`src/rtl/shared_irq_router.sv`:
```
module shared_irq_router #(
  parameter int NUM_SRC  = 16,
  parameter int NUM_CORE = 2,
  parameter int NUM_PIN  = 8
) (
  input  logic                          clk,
  input  logic                          rst_n,
  input  logic [NUM_SRC-1:0]            src_in,
  input  logic                          reg_we,
  input  logic [11:0]                   reg_addr,
  input  logic [31:0]                   reg_wdata,
  output logic [31:0]                   reg_rdata,
  output logic [NUM_CORE-1:0]           core_irq,
  output logic [NUM_CORE*$clog2(NUM_SRC)-1:0] core_src,
  output logic [NUM_CORE*((NUM_PIN > 1) ? $clog2(NUM_PIN) : 1)-1:0] core_pin
);
  localparam int SRC_W  = $clog2(NUM_SRC);
  localparam int PIN_W  = (NUM_PIN > 1) ? $clog2(NUM_PIN) : 1;
  localparam int CORE_W = (NUM_CORE > 1) ? $clog2(NUM_CORE) : 1;
  localparam int NWORD  = (NUM_SRC + 31) / 32;
  localparam logic [31:0] CFG_WORD = (32'(NUM_CORE - 1) << 16) | 32'(NUM_SRC / 8 - 1);

  localparam logic [3:0] RG_CTL   = 4'd0;
  localparam logic [3:0] RG_POL   = 4'd1;
  localparam logic [3:0] RG_TRIG  = 4'd2;
  localparam logic [3:0] RG_DUAL  = 4'd3;
  localparam logic [3:0] RG_MSET  = 4'd4;
  localparam logic [3:0] RG_MCLR  = 4'd5;
  localparam logic [3:0] RG_RAW   = 4'd6;
  localparam logic [3:0] RG_MASK  = 4'd7;
  localparam logic [3:0] RG_PMAP  = 4'd8;
  localparam logic [3:0] RG_ROUTE = 4'd9;
  localparam logic [3:0] RG_CPEND = 4'd10;

  logic [NUM_SRC-1:0] pol_q, trig_q, dual_q, mask_q, lat_q, prev_q;
  logic [NUM_SRC-1:0] lat_d, act, rise, fall, hit, raw, map_v_q;
  logic [CORE_W-1:0]  route_q   [NUM_SRC];
  logic [PIN_W-1:0]   map_pin_q [NUM_SRC];
  logic [NUM_SRC-1:0] cpend     [NUM_CORE];
  logic [NUM_SRC-1:0] elig      [NUM_CORE];
  logic [SRC_W-1:0]   low_idx   [NUM_CORE];
  logic [PIN_W-1:0]   low_pin   [NUM_CORE];
  logic [NUM_SRC-1:0] wvec;
  logic [CORE_W-1:0]  rt_sel;
  logic               rt_ok;

  wire [3:0] rg    = reg_addr[11:8];
  wire [7:0] ix    = reg_addr[7:0];
  wire       ecmd  = reg_we && rg == RG_CTL && ix == 8'd1;
  wire       e_set = reg_wdata[31];
  wire [7:0] e_idx = reg_wdata[7:0];

  assign act  = ~(src_in ^ pol_q);
  assign rise = src_in & ~prev_q;
  assign fall = ~src_in & prev_q;
  assign hit  = (dual_q & (rise | fall)) | (~dual_q & ((pol_q & rise) | (~pol_q & fall)));
  assign raw  = (trig_q & lat_q) | (~trig_q & act);

  always_comb begin
    for (int i = 0; i < NUM_SRC; i++) begin
      lat_d[i] = lat_q[i];
      if (!trig_q[i])
        lat_d[i] = 1'b0;
      else if (hit[i] || (ecmd && e_set && e_idx == 8'(i)))
        lat_d[i] = 1'b1;
      else if (ecmd && !e_set && e_idx == 8'(i))
        lat_d[i] = 1'b0;
    end
  end

  always_comb begin
    rt_ok  = 1'b0;
    rt_sel = '0;
    for (int c = NUM_CORE - 1; c >= 0; c--) begin
      if (reg_wdata[c]) begin
        rt_ok  = 1'b1;
        rt_sel = CORE_W'(c);
      end
    end
  end

  always_comb begin
    for (int c = 0; c < NUM_CORE; c++) begin
      low_idx[c] = '0;
      low_pin[c] = '0;
      for (int i = 0; i < NUM_SRC; i++) begin
        cpend[c][i] = raw[i] & mask_q[i] & (route_q[i] == CORE_W'(c));
        elig[c][i]  = cpend[c][i] & map_v_q[i];
      end
      for (int i = NUM_SRC - 1; i >= 0; i--) begin
        if (elig[c][i]) begin
          low_idx[c] = SRC_W'(i);
          low_pin[c] = map_pin_q[i];
        end
      end
    end
  end

  always_ff @(posedge clk or negedge rst_n) begin
    if (!rst_n) begin
      pol_q    <= '1;
      trig_q   <= '0;
      dual_q   <= '0;
      mask_q   <= '0;
      lat_q    <= '0;
      prev_q   <= '0;
      map_v_q  <= '0;
      core_irq <= '0;
      core_src <= '0;
      core_pin <= '0;
      for (int i = 0; i < NUM_SRC; i++) begin
        route_q[i]   <= '0;
        map_pin_q[i] <= '0;
      end
    end else begin
      prev_q <= src_in;
      lat_q  <= lat_d;
      for (int i = 0; i < NUM_SRC; i++) begin
        if (reg_we && ix == 8'(i / 32)) begin
          case (rg)
            RG_POL:  pol_q[i]  <= reg_wdata[i % 32];
            RG_TRIG: trig_q[i] <= reg_wdata[i % 32];
            RG_DUAL: dual_q[i] <= reg_wdata[i % 32];
            RG_MSET: if (reg_wdata[i % 32]) mask_q[i] <= 1'b1;
            RG_MCLR: if (reg_wdata[i % 32]) mask_q[i] <= 1'b0;
            default: ;
          endcase
        end
        if (reg_we && ix == 8'(i)) begin
          if (rg == RG_PMAP) begin
            map_v_q[i]   <= reg_wdata[31];
            map_pin_q[i] <= reg_wdata[PIN_W-1:0];
          end
          if (rg == RG_ROUTE && rt_ok)
            route_q[i] <= rt_sel;
        end
      end
      for (int c = 0; c < NUM_CORE; c++) begin
        core_irq[c]                  <= |elig[c];
        core_src[c*SRC_W +: SRC_W]   <= low_idx[c];
        core_pin[c*PIN_W +: PIN_W]   <= low_pin[c];
      end
    end
  end

  always_comb begin
    reg_rdata = '0;
    case (rg)
      RG_POL:           wvec = pol_q;
      RG_TRIG:          wvec = trig_q;
      RG_DUAL:          wvec = dual_q;
      RG_RAW:           wvec = raw;
      RG_MSET, RG_MCLR,
      RG_MASK:          wvec = mask_q;
      default:          wvec = '0;
    endcase
    case (rg)
      RG_CTL:
        if (ix == 8'd0) reg_rdata = CFG_WORD;
      RG_POL, RG_TRIG, RG_DUAL, RG_RAW, RG_MSET, RG_MCLR, RG_MASK:
        for (int i = 0; i < NUM_SRC; i++)
          if (ix == 8'(i / 32)) reg_rdata[i % 32] = wvec[i];
      RG_PMAP:
        for (int i = 0; i < NUM_SRC; i++)
          if (ix == 8'(i)) reg_rdata = {map_v_q[i], {(31 - PIN_W){1'b0}}, map_pin_q[i]};
      RG_ROUTE:
        for (int i = 0; i < NUM_SRC; i++)
          if (ix == 8'(i)) reg_rdata = 32'd1 << route_q[i];
      RG_CPEND:
        for (int c = 0; c < NUM_CORE; c++)
          for (int i = 0; i < NUM_SRC; i++)
            if (ix == 8'(c * NWORD + i / 32)) reg_rdata[i % 32] = cpend[c][i];
      default: ;
    endcase
  end
endmodule

```
`config.mk`:
```
export PLATFORM = sky130hd
export DESIGN_NAME = shared_irq_router
export DESIGN_NICKNAME = d
export VERILOG_FILES = /design/src/rtl/shared_irq_router.sv
export SDC_FILE = /design/constraint.sdc
export NUM_CORES = 1
export LEC_CHECK = 0
export ABC_AREA = 1
export BUFFER_PORTS_ARGS = -buffer_cell sky130_fd_sc_hd__buf_2
export CAP_MARGIN = 5
export CORE_ASPECT_RATIO = 1.25
export CORE_UTILIZATION = 45
export DETAILED_ROUTE_END_ITERATION = 8
export SETUP_SLACK_MARGIN = 0.1
export SYNTH_ARGS = -nofsm -noshare
export SYNTH_HDL_FRONTEND = slang
export SYNTH_SLANG_ARGS = --single-unit
```
`constraint.sdc`:
```
create_clock -name clk -period 4.4 [get_ports clk]
set_input_delay 0.66 -clock clk [delete_from_list [all_inputs] [get_ports clk]]
set_output_delay 0.66 -clock clk [all_outputs]
set_load 0.05 [all_outputs]
```
# --- Word-level counts from Yosys, hierarchy flattened ---
# Cells that the tools add are included.
totals:
  ff_bits: 192
  latch_bits: 0
  ram_bits: 0
  mem_bits_ro: 0
  inputBits: 63
  out_inout_bits: 48
  mem_count: 0
classes:
  n_addsub: 0
  multipliers: 0
  n_div: 0
  n_lt_le_gt_ge: 0
  eq_ne: 88
  shift: 16
  n_mux: 247
  n_bitwise: 115
  reduce_logical: 129
ops:
  columns: ["op", "n"]
  rows:
  - ["2-to-1 mux 32 bit", 32]
  - ["<< shifter 1 x 1 -> 32 bit (first input constant)", 16]
  - ["one-hot mux 16 bit (5 select lines)", 2]
  - ["2-to-1 mux 1 bit", 131]
  - ["AND 16 bit", 8]
  - ["== test 8 x 4 -> 1 bit (second input constant)", 16]
  - ["2-to-1 mux 4 bit", 32]
  - ["2-to-1 mux 3 bit", 32]
  - ["inverter 16 bit", 6]
  - ["AND 1 bit", 80]
  - ["AND reduction 2 bit", 35]
  - ["== test 8 x 3 -> 1 bit (second input constant)", 8]
  - ["!= test 2 bit (second input constant)", 32]
  - ["OR 16 bit", 4]
  - ["AND reduction 4 bit", 16]
  - ["logical AND 1 bit", 53]
  - ["!= test 3 x 1 -> 1 bit (second input constant)", 16]
  - ["one-hot mux 16 bit (3 select lines)", 1]
  - ["== test 8 x 2 -> 1 bit (second input constant)", 4]
  - ["one-hot mux 1 bit (2 select lines)", 16]
  - ["OR reduction 16 bit", 2]
  - ["2-to-1 mux 17 bit", 1]
  - ["== test 4 x 3 -> 1 bit (second input constant)", 4]
  - ["== test 8 x 1 -> 1 bit (second input constant)", 2]
  - ["12 further kinds", 46]

# --- Depth between registers and ports, before layout ---
logic_depth:
  word_depth: 23
  mapped_depth: 35
  mapped_depth_nobuf: 35

# --- Least setup slack after synthesis ---
# Ideal clock, no wire load.
synth_path:
  path_kind: "input port to output port"
  startpoint: "in reg_addr[7]"
  endpoint: "out reg_rdata[0]"
  arrival_time_ps: 2776
  t_required_ps: 3740
  setup_slack_ps: 964
  stages: 35
  path_buffers: 0
  cell_sequence: "nor2_2 nand2_4 nor2_8 inv_4 nor2_8 inv_2 nand2_1 nand2_1 nand2_1 nand2_1 nand2_1 nand2_1 nand2_1 nand2_1 nand2_1 nand2_1 nand2_1 nand2_1 nand2_1 nand2_1 nand2_1 nand2_1 nand2_1 nand2_1 nand2_1 nand2_1 nand2_1 nand2_1 nand2_1 nand2_1 nand2_1 nand2_1 nand2_1 nand2_1 nand2_1"
synth_via:
  elab_chain_cells: 18
  elab_cells_between_ends: 53
  cone_classes: "15 x eq/ne; 37 x mux; 1 x reduce/logical"
synth_lines:
  columns: ["item", "line_no", "text"]
  rows:
  - ["start: declaration", "10", "input logic [11:0] reg_addr,"]
  - ["zero test 8 bit", null, null]
  - ["2-to-1 mux 32 bit (on tied branches) (16 in a row)", "168, 165", null]
  - ["one-hot mux 16 bit (5 select lines) *", "157", "case (rg)"]
  - ["end: declaration", "12", "output logic [31:0] reg_rdata,"]
# Mark *: on every way between the ends. The rest lies on a longest branch, timed or not.

# --- Final worst setup path ---
layout_path:
  startpoint: "in reg_addr[5]"
  endpoint: "out reg_rdata[1]"
layout_via:
  elab_chain_cells: 18
  elab_cells_between_ends: 52
  cone_classes: "15 x eq/ne; 36 x mux; 1 x reduce/logical"
layout_lines:
  columns: ["item", "line_no"]
  rows:
  - ["zero test 8 bit", null]
  - ["2-to-1 mux 32 bit (on tied branches) (16 in a row)", "168, 165"]
  - ["one-hot mux 16 bit (5 select lines) *", "157"]
# Marks and branches as above.

==> impl_metrics.yaml <==
yosys:
  synth_cells: 1585
  synth_flop_cell: "dfrtp_1"
  ys_warn_count: 0
  synth_edf_count: 0
  syn_area_um2: 11600
  synth_area_per_cell_um2: 7.31
  ys_seq_elements: 192
  async_flop_share: 1.00
  synthDistinctLibCells: 45
  synth_seq_area_share: 0.416
sta:
  worst_slack_ns: 0.406
  slew_headroom: 0.281
  tns_ns: 0
  rsz0062_at_grt: "no"
  hold_ws_ns: 0.203
  skew_ns: 0.0121
  fin_crit_sh: 0.908
  fmax_mhz: 250
  final-max-slew-violation-count: 0
  final.min_clock_period_ns: 3.99
  hold_violations: 0
  worstMarginPinSlew_ns: 1.07
  finalSetupViolations: 0
route:
  drc: 0
  vias_per_cell: 5.58
  wire_per_inst_um: 18.9
  detail-route-antenna-nets: 0
  drt_iter0_markers: 1105
  drtPass1Iterations: 5
  vias: 11300
  totalWireLength_um: 38200
cts:
  tritoncts: "yes"
  clk_path_buf_depth: 2
  root_buffer: "clkbuf_16"
  cts_setup_buffers: 0
  cts_sinks: 192
  cts_resized: 0
  insertion_delay_ns: 0.45
  postCtsHoldBufs: 0
  htreeDepth: 4
  clkTransAtPathRegs_ns: 0.07
  cts_inserted_buffers: 17
global_routing:
  grt_pass1_wl_um: 60300
  grt_overflow: 0
  use_met2: 0.512
  grt_pass1_vias: 11000
  busiest_layer: "met2"
  grt.met1_usage: 0.379
  met3_usage: 0.0349
  grt_use_total: 0.299
  grt_max_degree: 122
  antenna_found_initial: 0
worst_setup_path:
  path_delay_family: "compound AO/OA/AOI/OAI gates"
  start_kind: "input pin"
  crit_path_start: "reg_addr[5]"
  crit_slowest_cell: "buf_2"
  cp.arrival_ns: 3.33
  cp_num_buf_inv: 4
  path_depth: 20
  crit_chain: "buf_2, nor2_2, nand2_4, nor2_8, inv_4, nor2_8, inv_2, o21ai_1, o2111ai_1, a21oi_1, o21ai_0, a21oi_1, o21ai_0, a21oi_1, o21ai_0, a21oi_1, nand3_1, o211ai_1, nand4_1, buf_2"
  path_class: "in2out"
  rr_worst_depth: 18
  crit_fanout: 8
  end_kind: "primary output"
  cp_data_required_time_ns: 3.74
  r2r-end: "core_pin[0]$_DFF_PN0_"
  timing.rr.start: "pol_q[15]$_DFFE_PN1P_"
  path_common_cell: "a21oi_1"
  max_stage_delay_ns: 0.27
  r2r_slack_ns: 1.34
placement:
  dp_hpwl_um: 28200
  dp_slack_ns: 0.366
  place_inst: 1995
  gp_congestion: 0.923
  numPortBuffers: 81
  placed_area_um2: 12500
min_path:
  hp-class: "in2async"
die:
  coreArea_um2: 25300
  die_w_um: 146
  fp.dieH_um: 181
  die_area_um2: 26400
  initial_core_util: 0.458
  rows: 65
  io-pin-count: 111
finish:
  final_core_util: 0.516
  drive_gt1_frac: 0.106
  n_antenna_cell: 0
  stdcell_count: 2027
  fillers: 2562
  nets: 1774
  syn_to_final_growth_pct: 12.5
  final_cell_area_um2: 13000
run:
  drv_cap: 0
power_and_ir_drop:
  leakage_nw: 6.15
  ir_drop_uv: 252
  power.total_mw: 3.62
  p_per_area_nw_per_um2: 277
outcome:
  status: "finished, final reports clean"
cells in the final DEF (no fill, tap or decap), types with 14 or more instances in the layout:
| master | instances |
|---|---|
| dfstp_2 | 16 |
| o31ai_1 | 17 |
| nor3_1 | 16 |
| a21oi_1 | 103 |
| buf_2 | 79 |
| nand3_1 | 59 |
| o21ai_0 | 199 |
| clkbuf_16 | 17 |
| dfrtp_1 | 176 |
| o22ai_1 | 33 |
| conb_1 | 14 |
| buf_4 | 29 |
| nand2_1 | 351 |
| ha_1 | 32 |
| inv_1 | 231 |
| nor2_1 | 151 |
| o21ai_1 | 15 |
| a31oi_1 | 23 |
| o221ai_1 | 14 |
Yosys cell counts (17+ instances only):
library cell / count / area, µm²
nand2_1: 351 / 1320
inv_1: 231 / 867
o21ai_0: 199 / 996
dfrtp_1: 176 / 4400
nor2_1: 151 / 567
a21oi_1: 103 / 515
nand3_1: 59 / 295
clkbuf_1: 34 / 128
o22ai_1: 33 / 206
ha_1: 32 / 400
a31oi_1: 23 / 144
nor3_1: 17 / 85.1
o31ai_1: 17 / 128
report_power, final:
part	internal, mW	switching (mW)
Clock	0.800	0.730
Sequential	1.78	0.0104
Combinational	0.0704	0.226
Total	2.65	0.967
registers in the layout, indices dropped and copies added, names as in the netlist:
| register | cells |
|---|---|
| core_irq | 2 |
| core_pin | 6 |
| core_src | 8 |
| dual_q | 16 |
| lat_q | 16 |
| map_pin_q | 48 |
| map_v_q | 16 |
| mask_q | 16 |
| pol_q | 16 |
| prev_q | 16 |
| route_q | 16 |
| trig_q | 16 |
cell type report:
cell class / instances / area [µm²] / share of cell area
inverter: 239 / 900 / 0.0690
timing repair buffer: 111 / 654 / 0.0502
sequential: 192 / 4820 / 0.370
clock inverter: 12 / 110 / 0.00844
tap: 335 / 419 / 0.0321
clock buffer: 20 / 447 / 0.0343
multi-input combinational: 1118 / 5680 / 0.436
worst max path at each step:
stage / end
floorplan: reg_rdata[0]
global placement: reg_rdata[1]
detailed placement: reg_rdata[1]
CTS: reg_rdata[1]
global route: reg_rdata[0]
finish: reg_rdata[1]
layer usage:
layer / wire, µm / part of all wire / vias up
met3: 2060 / 0.054 / 95
met5: 0 / 0 / -
met2: 18600 / 0.49 / 407
met1: 16000 / 0.42 / 5366
li1: - / - / 5446
met4: 1560 / 0.041 / 0
cell families after synthesis:
| group | share of synthesized area |
|---|---|
| AOI/OAI and AO/OA | 0.223 |
| adders and majority gates | 0.0345 |
| muxes | 0.0133 |
| buffers and inverters | 0.0981 |
| DFF | 0.416 |
| xor gates and xnor gates | 0.00453 |
| and+or+nand+nor | 0.210 |
| other | 0.000323 |
No activity file was read; power rests on OpenSTA's default activity.
